==> config.mk <==
export PLATFORM = sky130hd
export DESIGN_NAME = audio_dma_chan
export DESIGN_NICKNAME = d
export VERILOG_FILES = /design/src/rtl/audma_pkg.sv /design/src/rtl/audma_regs.sv /design/src/rtl/audma_seq.sv /design/src/rtl/audio_dma_chan.sv
export SDC_FILE = /design/constraint.sdc
export NUM_CORES = 1
export LEC_CHECK = 0
export BUFFER_PORTS_ARGS = -buffer_cell sky130_fd_sc_hd__buf_2
export CORE_ASPECT_RATIO = 0.8
export CORE_MARGIN = 2
export CORE_UTILIZATION = 45
export DETAILED_ROUTE_END_ITERATION = 10
export PLACE_DENSITY = 0.7
export SLEW_MARGIN = 20
export SYNTH_ARGS = -nofsm -noshare
export SYNTH_HDL_FRONTEND = slang
export SYNTH_SLANG_ARGS = --single-unit
==> constraint.sdc <==
create_clock -name clk -period 3.9 [get_ports clk]
set_clock_uncertainty 0.1 [all_clocks]
set_input_delay 1.17 -clock clk [delete_from_list [all_inputs] [get_ports clk]]
set_output_delay 1.17 -clock clk [all_outputs]
set_load 0.1 [all_outputs]
==> src/rtl/audma_pkg.sv <==
package audma_pkg;

    // Sequencer states
    typedef enum logic [2:0] {
        ST_IDLE,
        ST_RD,     // playback: fetching word from memory
        ST_PLAY,   // playback: offering frame to sound side
        ST_CAPT,   // capture: waiting for frame from sound side
        ST_WR,     // capture: storing word to memory
        ST_FIN     // service ended, completion decision cycle
    } seq_st_t;

    // Configuration write targets
    typedef enum logic [1:0] {
        SEL_CTRL = 2'd0,
        SEL_ADDR = 2'd1,
        SEL_CNT  = 2'd2,
        SEL_NONE = 2'd3
    } cfg_sel_t;

    localparam int CTRL_EN_BIT  = 0;
    localparam int CTRL_CAP_BIT = 1;
    localparam int BYTES_PER_WORD = 4;

    // One stereo frame: left in the upper half of the word
    typedef struct packed {
        logic [15:0] left;
        logic [15:0] right;
    } frame_t;

    // Whole words movable in one service
    function automatic logic [31:0] min_words(input logic [31:0] cnt,
                                              input logic [31:0] avail);
        logic [31:0] m;
        m = (cnt < avail) ? cnt : avail;
        return m >> 2;
    endfunction

endpackage

==> src/rtl/audma_regs.sv <==
module audma_regs
    import audma_pkg::*;
#(
    parameter int ADDR_W = 32,
    parameter int CNT_W  = 24
) (
    input  logic              clk,
    input  logic              rst,
    input  logic              cfg_we,
    input  cfg_sel_t          cfg_sel,
    input  logic [31:0]       cfg_wdata,
    input  logic              busy,
    input  logic              adv,
    output logic              en,
    output logic              cap,
    output logic [ADDR_W-1:0] addr_q,
    output logic [CNT_W-1:0]  cnt_q
);

    localparam logic [ADDR_W-1:0] ADDR_STEP = ADDR_W'(BYTES_PER_WORD);
    localparam logic [CNT_W-1:0]  CNT_STEP  = CNT_W'(BYTES_PER_WORD);

    logic wr_ctrl, wr_addr, wr_cnt;

    always_comb begin
        wr_ctrl = cfg_we && (cfg_sel == SEL_CTRL);
        wr_addr = cfg_we && (cfg_sel == SEL_ADDR) && !busy;
        wr_cnt  = cfg_we && (cfg_sel == SEL_CNT)  && !busy;
    end

    always_ff @(posedge clk) begin
        if (rst) begin
            en  <= 1'b0;
            cap <= 1'b0;
        end else if (wr_ctrl) begin
            en  <= cfg_wdata[CTRL_EN_BIT];
            cap <= cfg_wdata[CTRL_CAP_BIT];
        end
    end

    always_ff @(posedge clk) begin
        if (rst) begin
            addr_q <= '0;
            cnt_q  <= '0;
        end else if (adv) begin
            addr_q <= addr_q + ADDR_STEP;
            cnt_q  <= cnt_q - CNT_STEP;
        end else begin
            if (wr_addr) addr_q <= {cfg_wdata[ADDR_W-1:2], 2'b00};
            if (wr_cnt)  cnt_q  <= {cfg_wdata[CNT_W-1:2], 2'b00};
        end
    end

    // software cannot move the pointers while a service runs
    a_r11_hold_busy: assert property (@(posedge clk) disable iff (rst)
        busy && !adv |=> $stable(addr_q) && $stable(cnt_q));

endmodule

==> src/rtl/audma_seq.sv <==
module audma_seq
    import audma_pkg::*;
#(
    parameter int CNT_W       = 24,
    parameter int CHUNK_BYTES = 4096
) (
    input  logic             clk,
    input  logic             rst,
    input  logic             en,
    input  logic             cap_cfg,
    input  logic [CNT_W-1:0] cnt_q,
    input  logic             svc_start,
    input  logic [CNT_W-1:0] svc_bytes,
    input  logic             snd_stop,
    input  logic             mem_gnt,
    input  logic [31:0]      mem_rdata,
    input  logic             play_ready,
    input  logic             cap_valid,
    input  frame_t           cap_frame,
    output logic             adv,
    output logic             busy,
    output logic             irq,
    output logic             mem_req,
    output logic             mem_we,
    output logic [31:0]      mem_wdata,
    output logic             play_valid,
    output frame_t           play_frame,
    output logic             cap_ready
);

    localparam int CHUNK_WORDS = CHUNK_BYTES / BYTES_PER_WORD;
    localparam int CHK_W       = $clog2(CHUNK_WORDS + 1);
    localparam logic [CHK_W-1:0] CHUNK_LOAD = CHK_W'(CHUNK_WORDS);

    seq_st_t          st, st_after;
    logic             cap_mode;
    logic [CNT_W-1:0] words_left;
    logic [CHK_W-1:0] chunk_left;
    frame_t           stage;
    logic [CNT_W-1:0] start_words;
    logic             cnt_zero;

    always_comb begin
        start_words = CNT_W'(min_words(32'(cnt_q), 32'(svc_bytes)));
        cnt_zero    = (cnt_q == '0);
        adv = ((st == ST_PLAY) && play_ready) || ((st == ST_WR) && mem_gnt);
    end

    // Where to go once the word in flight completes
    always_comb begin
        if (!en)
            st_after = ST_IDLE;
        else if (words_left == CNT_W'(1))
            st_after = ST_FIN;
        else if ((chunk_left == CHK_W'(1)) && snd_stop)
            st_after = ST_FIN;
        else
            st_after = cap_mode ? ST_CAPT : ST_RD;
    end

    always_ff @(posedge clk) begin
        if (rst) begin
            st         <= ST_IDLE;
            cap_mode   <= 1'b0;
            words_left <= '0;
            chunk_left <= '0;
            stage      <= '0;
        end else begin
            case (st)
                ST_IDLE: begin
                    if (svc_start && en && (start_words != '0)) begin
                        words_left <= start_words;
                        chunk_left <= CHUNK_LOAD;
                        cap_mode   <= cap_cfg;
                        st         <= cap_cfg ? ST_CAPT : ST_RD;
                    end
                end
                ST_RD: begin
                    if (mem_gnt) begin
                        stage <= frame_t'(mem_rdata);
                        st    <= ST_PLAY;
                    end
                end
                ST_PLAY: if (play_ready) st <= st_after;
                ST_CAPT: begin
                    if (cap_valid) begin
                        stage <= cap_frame;
                        st    <= ST_WR;
                    end
                end
                ST_WR:   if (mem_gnt) st <= st_after;
                ST_FIN:  st <= ST_IDLE;
                default: st <= ST_IDLE;
            endcase
            if (adv) begin
                words_left <= words_left - CNT_W'(1);
                chunk_left <= (chunk_left == CHK_W'(1)) ? CHUNK_LOAD
                                                        : chunk_left - CHK_W'(1);
            end
        end
    end

    always_comb begin
        busy       = (st != ST_IDLE);
        irq        = (st == ST_FIN) && en && cnt_zero;
        mem_req    = (st == ST_RD) || (st == ST_WR);
        mem_we     = (st == ST_WR);
        mem_wdata  = stage;
        play_valid = (st == ST_PLAY);
        play_frame = stage;
        cap_ready  = (st == ST_CAPT);
    end

    // completion is a single-cycle pulse
    a_r8_irq_pulse: assert property (@(posedge clk) disable iff (rst)
        irq |=> !irq);

    // a service only begins while the channel is enabled
    a_r3_start_enabled: assert property (@(posedge clk) disable iff (rst)
        $rose(busy) |-> $past(en));

    // a cleared enable halts after the word in flight
    a_r10_halt: assert property (@(posedge clk) disable iff (rst)
        adv && !en |=> !busy && !irq);

endmodule

==> src/rtl/audio_dma_chan.sv <==
module audio_dma_chan
    import audma_pkg::*;
#(
    parameter int ADDR_W      = 32,
    parameter int CNT_W       = 24,
    parameter int CHUNK_BYTES = 4096
) (
    input  logic              clk,
    input  logic              rst,
    input  logic              cfg_we,
    input  logic [1:0]        cfg_sel,
    input  logic [31:0]       cfg_wdata,
    output logic              ctrl_en_o,
    output logic              ctrl_cap_o,
    output logic [ADDR_W-1:0] addr_o,
    output logic [CNT_W-1:0]  remain_o,
    input  logic              svc_start,
    input  logic [CNT_W-1:0]  svc_bytes,
    input  logic              snd_stop,
    output logic              busy_o,
    output logic              irq_done,
    output logic              mem_req,
    output logic              mem_we,
    output logic [ADDR_W-1:0] mem_addr,
    output logic [31:0]       mem_wdata,
    input  logic              mem_gnt,
    input  logic [31:0]       mem_rdata,
    output logic              play_valid,
    input  logic              play_ready,
    output logic [15:0]       play_left,
    output logic [15:0]       play_right,
    input  logic              cap_valid,
    output logic              cap_ready,
    input  logic [15:0]       cap_left,
    input  logic [15:0]       cap_right
);

    logic   adv, busy, en, cap;
    frame_t cap_frame, play_frame;

    assign cap_frame = '{left: cap_left, right: cap_right};

    audma_regs #(
        .ADDR_W (ADDR_W),
        .CNT_W  (CNT_W)
    ) regs_i (
        .clk       (clk),
        .rst       (rst),
        .cfg_we    (cfg_we),
        .cfg_sel   (cfg_sel_t'(cfg_sel)),
        .cfg_wdata (cfg_wdata),
        .busy      (busy),
        .adv       (adv),
        .en        (en),
        .cap       (cap),
        .addr_q    (addr_o),
        .cnt_q     (remain_o)
    );

    audma_seq #(
        .CNT_W       (CNT_W),
        .CHUNK_BYTES (CHUNK_BYTES)
    ) seq_i (
        .clk        (clk),
        .rst        (rst),
        .en         (en),
        .cap_cfg    (cap),
        .cnt_q      (remain_o),
        .svc_start  (svc_start),
        .svc_bytes  (svc_bytes),
        .snd_stop   (snd_stop),
        .mem_gnt    (mem_gnt),
        .mem_rdata  (mem_rdata),
        .play_ready (play_ready),
        .cap_valid  (cap_valid),
        .cap_frame  (cap_frame),
        .adv        (adv),
        .busy       (busy),
        .irq        (irq_done),
        .mem_req    (mem_req),
        .mem_we     (mem_we),
        .mem_wdata  (mem_wdata),
        .play_valid (play_valid),
        .play_frame (play_frame),
        .cap_ready  (cap_ready)
    );

    assign ctrl_en_o  = en;
    assign ctrl_cap_o = cap;
    assign busy_o     = busy;
    assign mem_addr   = addr_o;
    assign play_left  = play_frame.left;
    assign play_right = play_frame.right;

    // every word handshake moves both pointers by one word
    a_r7_word_step: assert property (@(posedge clk) disable iff (rst)
        (play_valid && play_ready) || (mem_req && mem_we && mem_gnt) |=>
            (remain_o == $past(remain_o) - CNT_W'(4)) &&
            (addr_o == $past(addr_o) + ADDR_W'(4)));

    // the interrupt only fires with an empty count on an enabled channel
    a_r8_irq_zero: assert property (@(posedge clk) disable iff (rst)
        irq_done |-> (remain_o == '0) && ctrl_en_o);

    // a pending memory request is held unchanged until granted
    a_r12_req_hold: assert property (@(posedge clk) disable iff (rst)
        mem_req && !mem_gnt |=> mem_req && $stable(mem_addr) && $stable(mem_we));

    // only one kind of traffic at a time
    a_r12_one_port: assert property (@(posedge clk) disable iff (rst)
        $onehot0({mem_req, play_valid, cap_ready}));

endmodule

==> key figures, run 1 <==
Logic synthesis
  • Seq/Total Area, Yosys: 0.309
  • Netlist Area Pre-Place: 8090 um^2
  • Synth warn: 0
  • Asr flop ratio synth: 0
  • Area leader, netlist: dfxtp_1
  • Yosys cell types: 74
  • Synth top area cells: dfxtp_1 (31%), buf_4 (6.5%), mux2i_1 (6.1%)
  • Post-synth EDFFs: 0
  • Gate Count Post-Synth: 1025
  • Yosys reg bits: approximately 130
  • Main flop type after synthesis: dfxtp_1
  • Share of the synthesized area in the top cell type: 0.309
  • Synth Area per Inst: 7.89 um^2

Worst setup path
  • Critical Path RT: ~2.6 ns
  • Instance count on the critical path: 5
  • CP arrival: 2.32 ns
  • CP Capture Type: primary output
  • Reg2reg start: regs_i.cnt_q[21]
  • Startpoint types: flop
  • Critical-path cell list: or4_4 > nor3_4 > nand2_1 > nor4_4 > buf_2
  • Slowest stage delay, CP: between 0.5 and 0.6 ns
  • Peak fanout along the critical path: 11
  • Top Family by Delay on Critical Path: simple AND/OR/NAND/NOR gates
  • Crit Path Class: reg2out
  • Highest-delay cell along the critical path: or4_4
  • Crit path from: regs_i.cnt_q[13]
  • CP bufs+invs: 1
  • R2R depth: 8

Job
  • Number of max-cap violations: 0

Clocking
  • CTS Buffer Depth: 2
  • Post-CTS resize count: 0
  • Clock transition at the registers of the reported paths: 0.06 ns
  • Skew-Pair Late Insertion Delay: between 0.4 and 0.5 ns
  • # H-tree levels: 4
  • Root Driver: clkbuf_16
  • TritonCTS buffer count: 17
  • CTS tree: built
  • Hold_buf cts: 0
  • Post-CTS setup repair buffer count: 0
  • Sink Count: around 130

STA
  • Worst Tran Pin Value: between 0.8 and 0.9 ns
  • Final setup fails: 0
  • Normalized max-slew margin: 0.439
  • Min Tclk post-route: ~3.6 ns
  • RSZ-0062 raised after global routing: false
  • Crit share post-route: 0.921
  • Fin. max-slew vios: 0
  • F_max: around 280 MHz
  • Final hold vios: 0
  • Final TNS setup: 0 ns

Routing
  • Initial drt markers: 787
  • Total number of vias: 8610
  • Wirelength, routed: about 28000 um
  • 1st-pass router iterations: 5
  • DRC: 0
  • Avg WL per Cell: approximately 19 um
  • Via/cell ratio: 5.84
  • Final ANT Viol Nets: 0

Global routing
  • Initial antenna violation count: 0
  • Global-route wire length before repair: 41700 um
  • Remaining Overflow, GRT: 0
  • Vias in the first global route: 7558
  • Pin count of the biggest net entering global routing: 65
  • GRT Total Usage: 0.280

Floorplan
  • Core Footprint: 17500 um^2
  • Die area: about 19000 um^2
  • Die height: 124 um
  • Ports: 290
  • Chip Width: 154 um
  • Initial core utilization: 0.463
  • Placement Rows: 43

Outcome
  • Status: completed

Placement
  • Cell count after placement: 1443
  • Post-DP HPWL: around 21000 um
  • Gpl congestion: between 0.9 and 1
  • Port bufs: 283

Final layout
  • ANT cells: 0
  • Leading cell type in the layout, fill and taps excluded: buf_2
  • NumNets Final: around 1.4k
  • Synth-to-layout area growth: 23.3%
  • Finished Core Util: 0.570
  • Layout cells sized above 1: 0.302
  • Commonest cells after routing, fill and taps aside: buf_2 (282), nor2_1 (124), dfxtp_1 (124), nand2_1 (77), a21oi_1 (60)
  • Final cell count without fillers: approximately 1.5k

Power and ir drop
  • Max VDD drop: 368 uV
  • PD cells: 587 nW/um^2
  • Lkg Pwr: 4.38 nW

Worst hold path
  • Hold Path Stages: 2
  • HP Class: reg2reg
  • Min-delay src: seq_i.cap_mode
[power breakdown]
part	total, W	leakage [nW]	internal [W]	switching (W)
Clock	0.00169	0.305	0.00109	0.000601
Combinational	0.00259	3.06	0.000536	0.00206
Sequential	0.00157	1.01	0.00141	0.000162
[sequential cells by signal, summed over array words and instances, names as in the netlist]
name / cells
seq_i.mem_wdata: 32
regs_i.addr_q: 30
seq_i.words_left: 24
regs_i.cnt_q: 22
seq_i.chunk_left: 11
seq_i.st: 3
regs_i.cap: 1
regs_i.en: 1
seq_i.cap_mode: 1
[per-stage QoR]
step | worst slack, ns | hold slack [ns] | power [W] | instance area (um^2)
floorplan | 0.0126 | 0.332 | 0.00376 | 8120
global placement | 0.116 | 0.344 | 0.00414 | 9340
detailed placement | 0.0286 | 0.349 | 0.00416 | 9340
CTS | 0.285 | 0.358 | 0.00585 | 9970
global route | 0.204 | 0.380 | 0.00608 | 9970
finish | 0.308 | 0.356 | 0.00585 | 9970
[cell usage after synthesis (all sizes together) (7+ instances only)]
master    n
ha       29
o31ai    12
nand2    78
a211oi   45
o21a      9
a31oi    29
clkbuf   38
nand3    28
or3      17
o21ai    41
a221oi    8
nor3b     7
and3      7
a21oi    60
nand4    14
a311oi   15
o211ai   12
dfxtp   125
nor4     16
nand2b    7
inv      34
buf      90
and4      7
mux2i    50
nor3     45
nor2    125
[metal layers]
| layer | global-route usage | part of all wire |
|---|---|---|
| met3 | 0.0532 | 0.081 |
| met1 | 0.402 | 0.45 |
| met5 | 0 | 0 |
| met4 | 0.0707 | 0.015 |
| met2 | 0.436 | 0.45 |
[final timing paths]
kind | to | slack [ns]
setup / recovery | irq_done | 0.31
hold / removal | seq_i.cap_mode | 0.36
setup reg to reg | seq_i.chunk_left[8] | 0.87
hold reg to reg | seq_i.cap_mode | 0.36
[logic make-up (layout without fill, tap and decap cells)]
family | after synthesis | in the layout | share of synthesized area
AOI/OAI and AO/OA | 270 | 270 | 0.228
xor gates and xnor gates | 7 | 7 | 0.00758
adders and majority gates | 29 | 29 | 0.0449
buffers and inverters | 162 | 382 | 0.111
DFF | 125 | 125 | 0.309
muxes | 56 | 56 | 0.0707
other | 1 | 6 | 0.000464
and+or+nand+nor | 375 | 375 | 0.228
[final cells by class]
type | count | area (um^2)
fillers | 1637 | 7510
clock inverters | 9 | 133
well taps | 225 | 282
multi-input cells | 743 | 4740
inverters | 34 | 128
flip-flops and latches | 125 | 2500
clock buffers | 23 | 498
repair buffers | 316 | 1690
[worst reg2reg max path, delay by kind of cell (launching register included)]
| family | cells | cell delay [ns] |
|---|---|---|
| simple gates | 3 | 0.96 |
| compound gates | 2 | 0.74 |
| mux | 1 | 0.34 |
| flops | 1 | 0.31 |
| fa+ha+maj | 1 | 0.31 |
| buf+inv | 1 | 0.17 |
Power figures use the tool's default switching activity.
==> run 2, diff against run 1 <==
--- a/config.mk
+++ b/config.mk
@@ -8,9 +8,9 @@
 export BUFFER_PORTS_ARGS = -buffer_cell sky130_fd_sc_hd__buf_2
 export CORE_ASPECT_RATIO = 0.8
 export CORE_MARGIN = 2
-export CORE_UTILIZATION = 45
+export CORE_UTILIZATION = 51
 export DETAILED_ROUTE_END_ITERATION = 10
-export PLACE_DENSITY = 0.7
+export PLACE_DENSITY = 0.82
 export SLEW_MARGIN = 20
 export SYNTH_ARGS = -nofsm -noshare
 export SYNTH_HDL_FRONTEND = slang
==> key figures, run 2 (same netlist as run 1, synthesis figures left out) <==
Placement
  • Cell count after placement: 1434 (-0.62%)
  • Gpl congestion: 0.978 (+0.94%)
  • Post-DP HPWL: 20400 um (-2.0%)
  • Area after DPL: 9320 um^2 (-0.19%)
  • Port bufs: 283 (unchanged)

Power and ir drop
  • Lkg Pwr: 4.35 nW (-0.57%)
  • Max VDD drop: 414 uV (+12%)
  • PD cells: 578 nW/um^2 (-1.6%)

STA
  • Final setup fails: 0 (unchanged)
  • Normalized max-slew margin: 0.385 (-0.0547)
  • RSZ-0062 raised after global routing: false
  • Final TNS setup: 0 ns (unchanged)
  • F_max: 276 MHz (-0.83%)
  • Final hold vios: 0 (unchanged)
  • Crit share post-route: 0.929 (+0.00771)
  • Fin. max-slew vios: 0 (unchanged)
  • Min Tclk post-route: 3.62 ns (+0.0301 ns)
  • Worst Tran Pin Value: 0.922 ns (+0.0820 ns)

Worst setup path
  • Register-to-Register Setup Slack: 0.89 ns (+0.02 ns)
  • R2R depth: 8 (unchanged)
  • CP Capture Type: primary output
  • Instance count on the critical path: 7 (+2)
  • CP bufs+invs: 3 (+2)
  • Crit path from: regs_i.cnt_q[4]
  • Critical-path cell list: buf_4 > nor3_1 > buf_4 > and4_1 > nand2_1 > nor4_4 > buf_2
  • Reg-to-Reg End: seq_i.words_left[5]
  • Top Family by Delay on Critical Path: buffers and inverters
  • Startpoint types: flop
  • Crit Path Class: reg2out
  • Reg2reg start: regs_i.cnt_q[22]
  • Highest-delay cell along the critical path: buf_2
  • Critical Path RT: 2.63 ns (about the same)
  • Cell mode on critical path: buf_4
  • CP arrival: 2.35 ns (+0.03 ns)
  • Slowest stage delay, CP: 0.47 ns (-0.12 ns)
  • Peak fanout along the critical path: 9 (-2)

Clocking
  • Clock transition at the registers of the reported paths: 0.06 ns (about the same)
  • Post-CTS resize count: 0 (unchanged)
  • TritonCTS buffer count: 17 (unchanged)
  • Sink Count: 125 (unchanged)
  • Hold_buf cts: 0 (unchanged)
  • CTS tree: built
  • Post-CTS setup repair buffer count: 0 (unchanged)
  • CTS Buffer Depth: 2 (unchanged)
  • Root Driver: clkbuf_16
  • # H-tree levels: 4 (unchanged)
  • Skew-Pair Late Insertion Delay: 0.42 ns (about the same)

Final layout
  • Layout cells sized above 1: 0.303 (+0.000558)
  • Design area: 9910 um^2 (-0.63%)
  • Max reg flops: 32 (unchanged)
  • Seq. cell area: 2500 um^2 (unchanged)
  • NumNets Final: 1397 (+0.072%)
  • Final cell count without fillers: 1467 (-0.54%)
  • Commonest cells after routing, fill and taps aside: buf_2 (282), nor2_1 (124), dfxtp_1 (124), nand2_1 (77), a21oi_1 (60)
  • Multi-input combinational cell area: 4740 um^2 (unchanged)
  • Synth-to-layout area growth: 22.5%
  • Leading cell type in the layout, fill and taps excluded: buf_2
  • Fill cells: 1372 (-16%)

Routing
  • Final ANT Viol Nets: 0 (unchanged)
  • DRC: 0 (unchanged)
  • Via/cell ratio: 6.11 (+4.6%)
  • Initial drt markers: 950 (+21%)
  • Avg WL per Cell: 18.8 um (-0.22%)
  • Wirelength, routed: 27600 um (-0.76%)
  • 1st-pass router iterations: 8 (+3)
  • Total number of vias: 8957 (+4.0%)

Global routing
  • GRT Total Usage: 0.315 (+0.0346)
  • Global-route wire length before repair: 41400 um (-0.78%)
  • Pin count of the biggest net entering global routing: 65 (unchanged)
  • Initial antenna violation count: 1 (+1)
  • Vias in the first global route: 7616 (+0.77%)
  • Remaining Overflow, GRT: 0 (unchanged)

Floorplan
  • Chip Width: 145 um (-5.9%)
  • Die height: 117 um (-5.9%)
  • Core Footprint: 15600 um^2 (-11%)
  • Initial core utilization: 0.517 (+0.0544)
  • Ports: 290 (unchanged)
  • Placement Rows: 41 (-4.7%)
  • Die area: 16900 um^2 (-11%)

Worst hold path
  • Worst hold endpoint: seq_i.cap_mode
  • Hold Path Stages: 2 (unchanged)
  • HP Class: reg2reg
  • Min-delay src: seq_i.cap_mode

Job
  • Number of max-cap violations: 0 (unchanged)

Outcome
  • Status: completed
## run 2: cell types whose count changed in the layout (fill, tap and decap cells not counted)
cell / previous run / this run
clkinv_2: 2 / 3
buf_12: 2 / 1
clkinvlp_4: 2 / 3
diode_2: 0 / 1
buf_4: 32 / 34
bufinv_16: 3 / 1
## run 2: power by group
group	total (W)	internal [W]	leakage [nW]	switching (W)
Sequential	0.00156	0.00141	1.01	0.000158
Clock	0.00156	0.000959	0.281	0.000598
Combinational	0.00260	0.000533	3.06	0.00207
Total	0.00572	0.00290	4.35	0.00282
## run 2: metrics by stage
step	power [W]	util	hold WS [ns]	worst slack, ns
5_1_grt	0.00594	0.633	0.388	0.202
3_5_place_dp	0.00415	0.596	0.348	0.109
3_3_place_gp	0.00412	0.596	0.344	0.158
6_report	0.00572	0.633	0.355	0.278
4_1_cts	0.00570	0.633	0.355	0.298
2_1_floorplan	0.00376	-	0.332	0.0126
## run 2: metal layers
layer  part of all wire  wire, um  global-route usage
met5                  0         0                   0
met4              0.027       752               0.118
met3              0.099      2740              0.0508
met2               0.45     12400               0.481
met1               0.42     11700               0.448
## run 2: cell type report
cell class / count / area share
tap: 215 / 0.0271
multi-input combinational: 743 / 0.478
clock buffer: 23 / 0.0503
inverter: 34 / 0.0129
sequential: 125 / 0.253
timing repair buffer: 317 / 0.170
antenna: 1 / 0.000253
clock inverter: 9 / 0.00859
## run 2: worst max path at each step
stage,to,slack (ns)
after floorplan,irq_done,0.01
final,irq_done,0.28
after CTS,irq_done,0.30
after global routing,irq_done,0.20
after global placement,seq_i.words_left[11],0.16
after detailed placement,seq_i.words_left[11],0.11
## run 2: worst reg2reg max path: cells and delay by family, from the launching register on
family	cells	cell delay [ns]
compound gates	3	0.83
buf+inv	1	0.16
fa+ha+maj	1	0.32
simple gates	2	0.70
mux	1	0.54
flops	1	0.31
==> run 3, diff against run 2 <==
--- a/config.mk
+++ b/config.mk
@@ -6,11 +6,14 @@
 export NUM_CORES = 1
 export LEC_CHECK = 0
 export BUFFER_PORTS_ARGS = -buffer_cell sky130_fd_sc_hd__buf_2
+export CELL_PAD_IN_SITES_DETAIL_PLACEMENT = 1
+export CELL_PAD_IN_SITES_GLOBAL_PLACEMENT = 1
 export CORE_ASPECT_RATIO = 0.8
 export CORE_MARGIN = 2
-export CORE_UTILIZATION = 51
+export CORE_UTILIZATION = 36
 export DETAILED_ROUTE_END_ITERATION = 10
-export PLACE_DENSITY = 0.82
+export PLACE_DENSITY = 0.81
+export SETUP_SLACK_MARGIN = 0.3
 export SLEW_MARGIN = 20
 export SYNTH_ARGS = -nofsm -noshare
 export SYNTH_HDL_FRONTEND = slang
==> key figures, run 3 (same netlist as run 1, synthesis figures left out) <==
Outcome
  • Status: completed

Placement
  • Setup WS pre-CTS: 0.0349 ns (-0.0740 ns)
  • Cell count after placement: 1511 (+5.4%)
  • Port bufs: 283 (unchanged)
  • Gpl congestion: 0.899 (-8.1%)
  • Post-DP HPWL: 23900 um (+17%)

Worst hold path
  • HP Class: reg2reg
  • Hold Path Stages: 2 (unchanged)
  • Worst hold endpoint: seq_i.cap_mode
  • Min-delay src: seq_i.cap_mode

Global routing
  • Routing usage on met3: 0.0447 (-0.00618)
  • Pin count of the biggest net entering global routing: 111 (+71%)
  • Met1 Use GR: 0.358 (-0.0905)
  • Remaining Overflow, GRT: 0 (unchanged)
  • Initial antenna violation count: 1 (unchanged)
  • Global route hottest layer: met2
  • Global-route wire length before repair: 49100 um (+19%)
  • Vias in the first global route: 8561 (+12%)
  • GRT Total Usage: 0.265 (-0.0496)
  • Met2 usage: 0.434 (-0.0470)

STA
  • RSZ-0062 raised after global routing: false
  • Hold Worst Slack: 0.390 ns (+0.0351 ns)
  • Final hold vios: 0 (unchanged)
  • Normalized max-slew margin: 0.354 (-0.0302)
  • Final TNS setup: 0 ns (unchanged)
  • Worst Tran Pin Value: 0.967 ns (+0.0453 ns)
  • Crit share post-route: 0.894 (-0.0349)
  • Final setup fails: 0 (unchanged)
  • PnR worst setup slack: 0.414 ns (+0.136 ns)
  • F_max: 287 MHz (+3.9%)
  • Min Tclk post-route: 3.49 ns (-0.136 ns)
  • Fin. max-slew vios: 0 (unchanged)

Clocking
  • # H-tree levels: 4 (unchanged)
  • CTS Buffer Depth: 2 (unchanged)
  • TritonCTS buffer count: 17 (unchanged)
  • Sink Count: 125 (unchanged)
  • Root Driver: clkbuf_16
  • CTS tree: built
  • Clock transition at the registers of the reported paths: 0.06 ns (about the same)
  • Skew-Pair Late Insertion Delay: 0.43 ns (about the same)

Final layout
  • Fill cells: 2797 (+100%)
  • Layout cells sized above 1: 0.310 (+0.00666)
  • NumNets Final: 1383 (-1.0%)
  • Leading cell type in the layout, fill and taps excluded: buf_2
  • Multi-input combinational cell area: 4750 um^2 (+0.37%)
  • Max reg flops: 32 (unchanged)
  • Final cell count without fillers: 1543 (+5.2%)
  • ANT cells: 0 (-1)
  • Finished Core Util: 0.449 (-0.184)
  • Commonest cells after routing, fill and taps aside: buf_2 (281), nor2_1 (124), dfxtp_1 (108), nand2_1 (76), a21oi_1 (60)
  • Synth-to-layout area growth: 23.6%
  • Seq. cell area: 2530 um^2 (+1.2%)

Worst setup path
  • Top Family by Delay on Critical Path: simple AND/OR/NAND/NOR gates
  • Register-to-Register Setup Slack: 0.86 ns (-0.03 ns)
  • Startpoint types: primary input
  • Reg-to-Reg End: seq_i.words_left[23]
  • CP bufs+invs: 2 (-1)
  • Reg2reg start: regs_i.cnt_q[21]
  • Slowest stage delay, CP: 0.60 ns (+0.13 ns)
  • Crit Path Class: in2reg
  • CP Capture Type: flop
  • R2R depth: 8 (unchanged)
  • Critical-path cell list: buf_2 > inv_1 > ha_1 > nand4_1 > or4_1 > o211ai_4 > mux2i_2 > nand2_2 > a311oi_2
  • Highest-delay cell along the critical path: or4_1
  • CP arrival: 3.70 ns (+1.35 ns)
  • Critical Path RT: 4.12 ns (+1.49 ns)
  • Peak fanout along the critical path: 16 (+7)

Floorplan
  • Ports: 290 (unchanged)
  • Placement Rows: 49 (+20%)
  • Die area: 23700 um^2 (+40%)
  • Core Footprint: 22300 um^2 (+42%)
  • Chip Width: 172 um (+18%)
  • Die height: 138 um (+18%)
  • Initial core utilization: 0.363 (-0.154)

Routing
  • Final ANT Viol Nets: 0 (unchanged)
  • DRC: 0 (unchanged)
  • Via/cell ratio: 5.71 (-6.5%)
  • 1st-pass router iterations: 6 (-2)
  • Initial drt markers: 643 (-32%)
  • Avg WL per Cell: 20.7 um (+10%)
  • Total number of vias: 8804 (-1.7%)
  • Wirelength, routed: 32000 um (+16%)

Power and ir drop
  • Lkg Pwr: 4.30 nW (-1.2%)
  • PD cells: 585 nW/um^2 (+1.4%)
  • Max VDD drop: 244 uV (-41%)

Job
  • Number of max-cap violations: 0 (unchanged)
-- run 3: cell count changes in the layout (fill, tap and decap cells not counted), moves of 2 or more --
cell	delta
buf_4	-14
clkinv_4	+2
clkbuf_8	-5
dfxtp_4	+4
dfxtp_1	-16
bufinv_16	+2
dfxtp_2	+12
-- run 3: stage by stage --
step                      instance area (um^2)  power (W)
after global routing                      9990    0.00607
after detailed placement                  9380    0.00420
after global placement                    9380    0.00416
after floorplan                           8170    0.00377
final                                     9990    0.00585
after CTS                                 9990    0.00586
-- run 3: routing by layer --
layer / vias up / part of all wire / wire length, um
met1: 4337 / 0.46 / 14600
met5: - / 0.00041 / 13
met2: 288 / 0.47 / 15000
met3: 55 / 0.055 / 1750
li1: 4122 / - / -
met4: 2 / 0.021 / 660
-- run 3: worst register-to-register path, stage by stage, from the launching register on --
cell,delay (ns)
dfxtp_2,0.32
buf_4,0.16
ha_1,0.31
nand4_1,0.13
or4_1,0.60
o211ai_4,0.32
mux2i_2,0.33
nand2_2,0.29
a311oi_2,0.38
-- run 3: timing repair --
action	in CTS	in global routing
resized for setup	1	1
endpoints found under the setup margin	1	7
hold buffers	0	0
pin swaps	0	1
setup buffers	0	0
-- run 3: report_power, final --
| group | internal, W | total (W) | switching (W) |
|---|---|---|---|
| clock | 0.00101 | 0.00165 | 0.000647 |
| sequential | 0.00141 | 0.00160 | 0.000191 |
| combinational | 0.000522 | 0.00260 | 0.00208 |
| total | 0.00294 | 0.00585 | 0.00292 |
-- run 3: layout make-up --
| type | count | area share |
|---|---|---|
| timing repair buffer | 303 | 0.160 |
| sequential | 125 | 0.254 |
| multi-input combinational | 743 | 0.476 |
| tap | 306 | 0.0383 |
| inverter | 34 | 0.0128 |
| clock buffer | 18 | 0.0429 |
| clock inverter | 14 | 0.0170 |
-- run 3: how the worst max path moves through the flow --
stage,slack [ns],cells after the start,to,startpoint
floorplan,0.30,9,regs_i.addr_q[31],seq_i.st[1]
global placement,0.14,9,seq_i.words_left[5],svc_bytes[22]
detailed placement,0.03,9,seq_i.words_left[5],svc_bytes[22]
CTS,0.39,5,irq_done,regs_i.cnt_q[16]
global route,0.30,9,seq_i.words_left[23],svc_bytes[22]
finish,0.41,9,seq_i.words_left[23],svc_bytes[22]
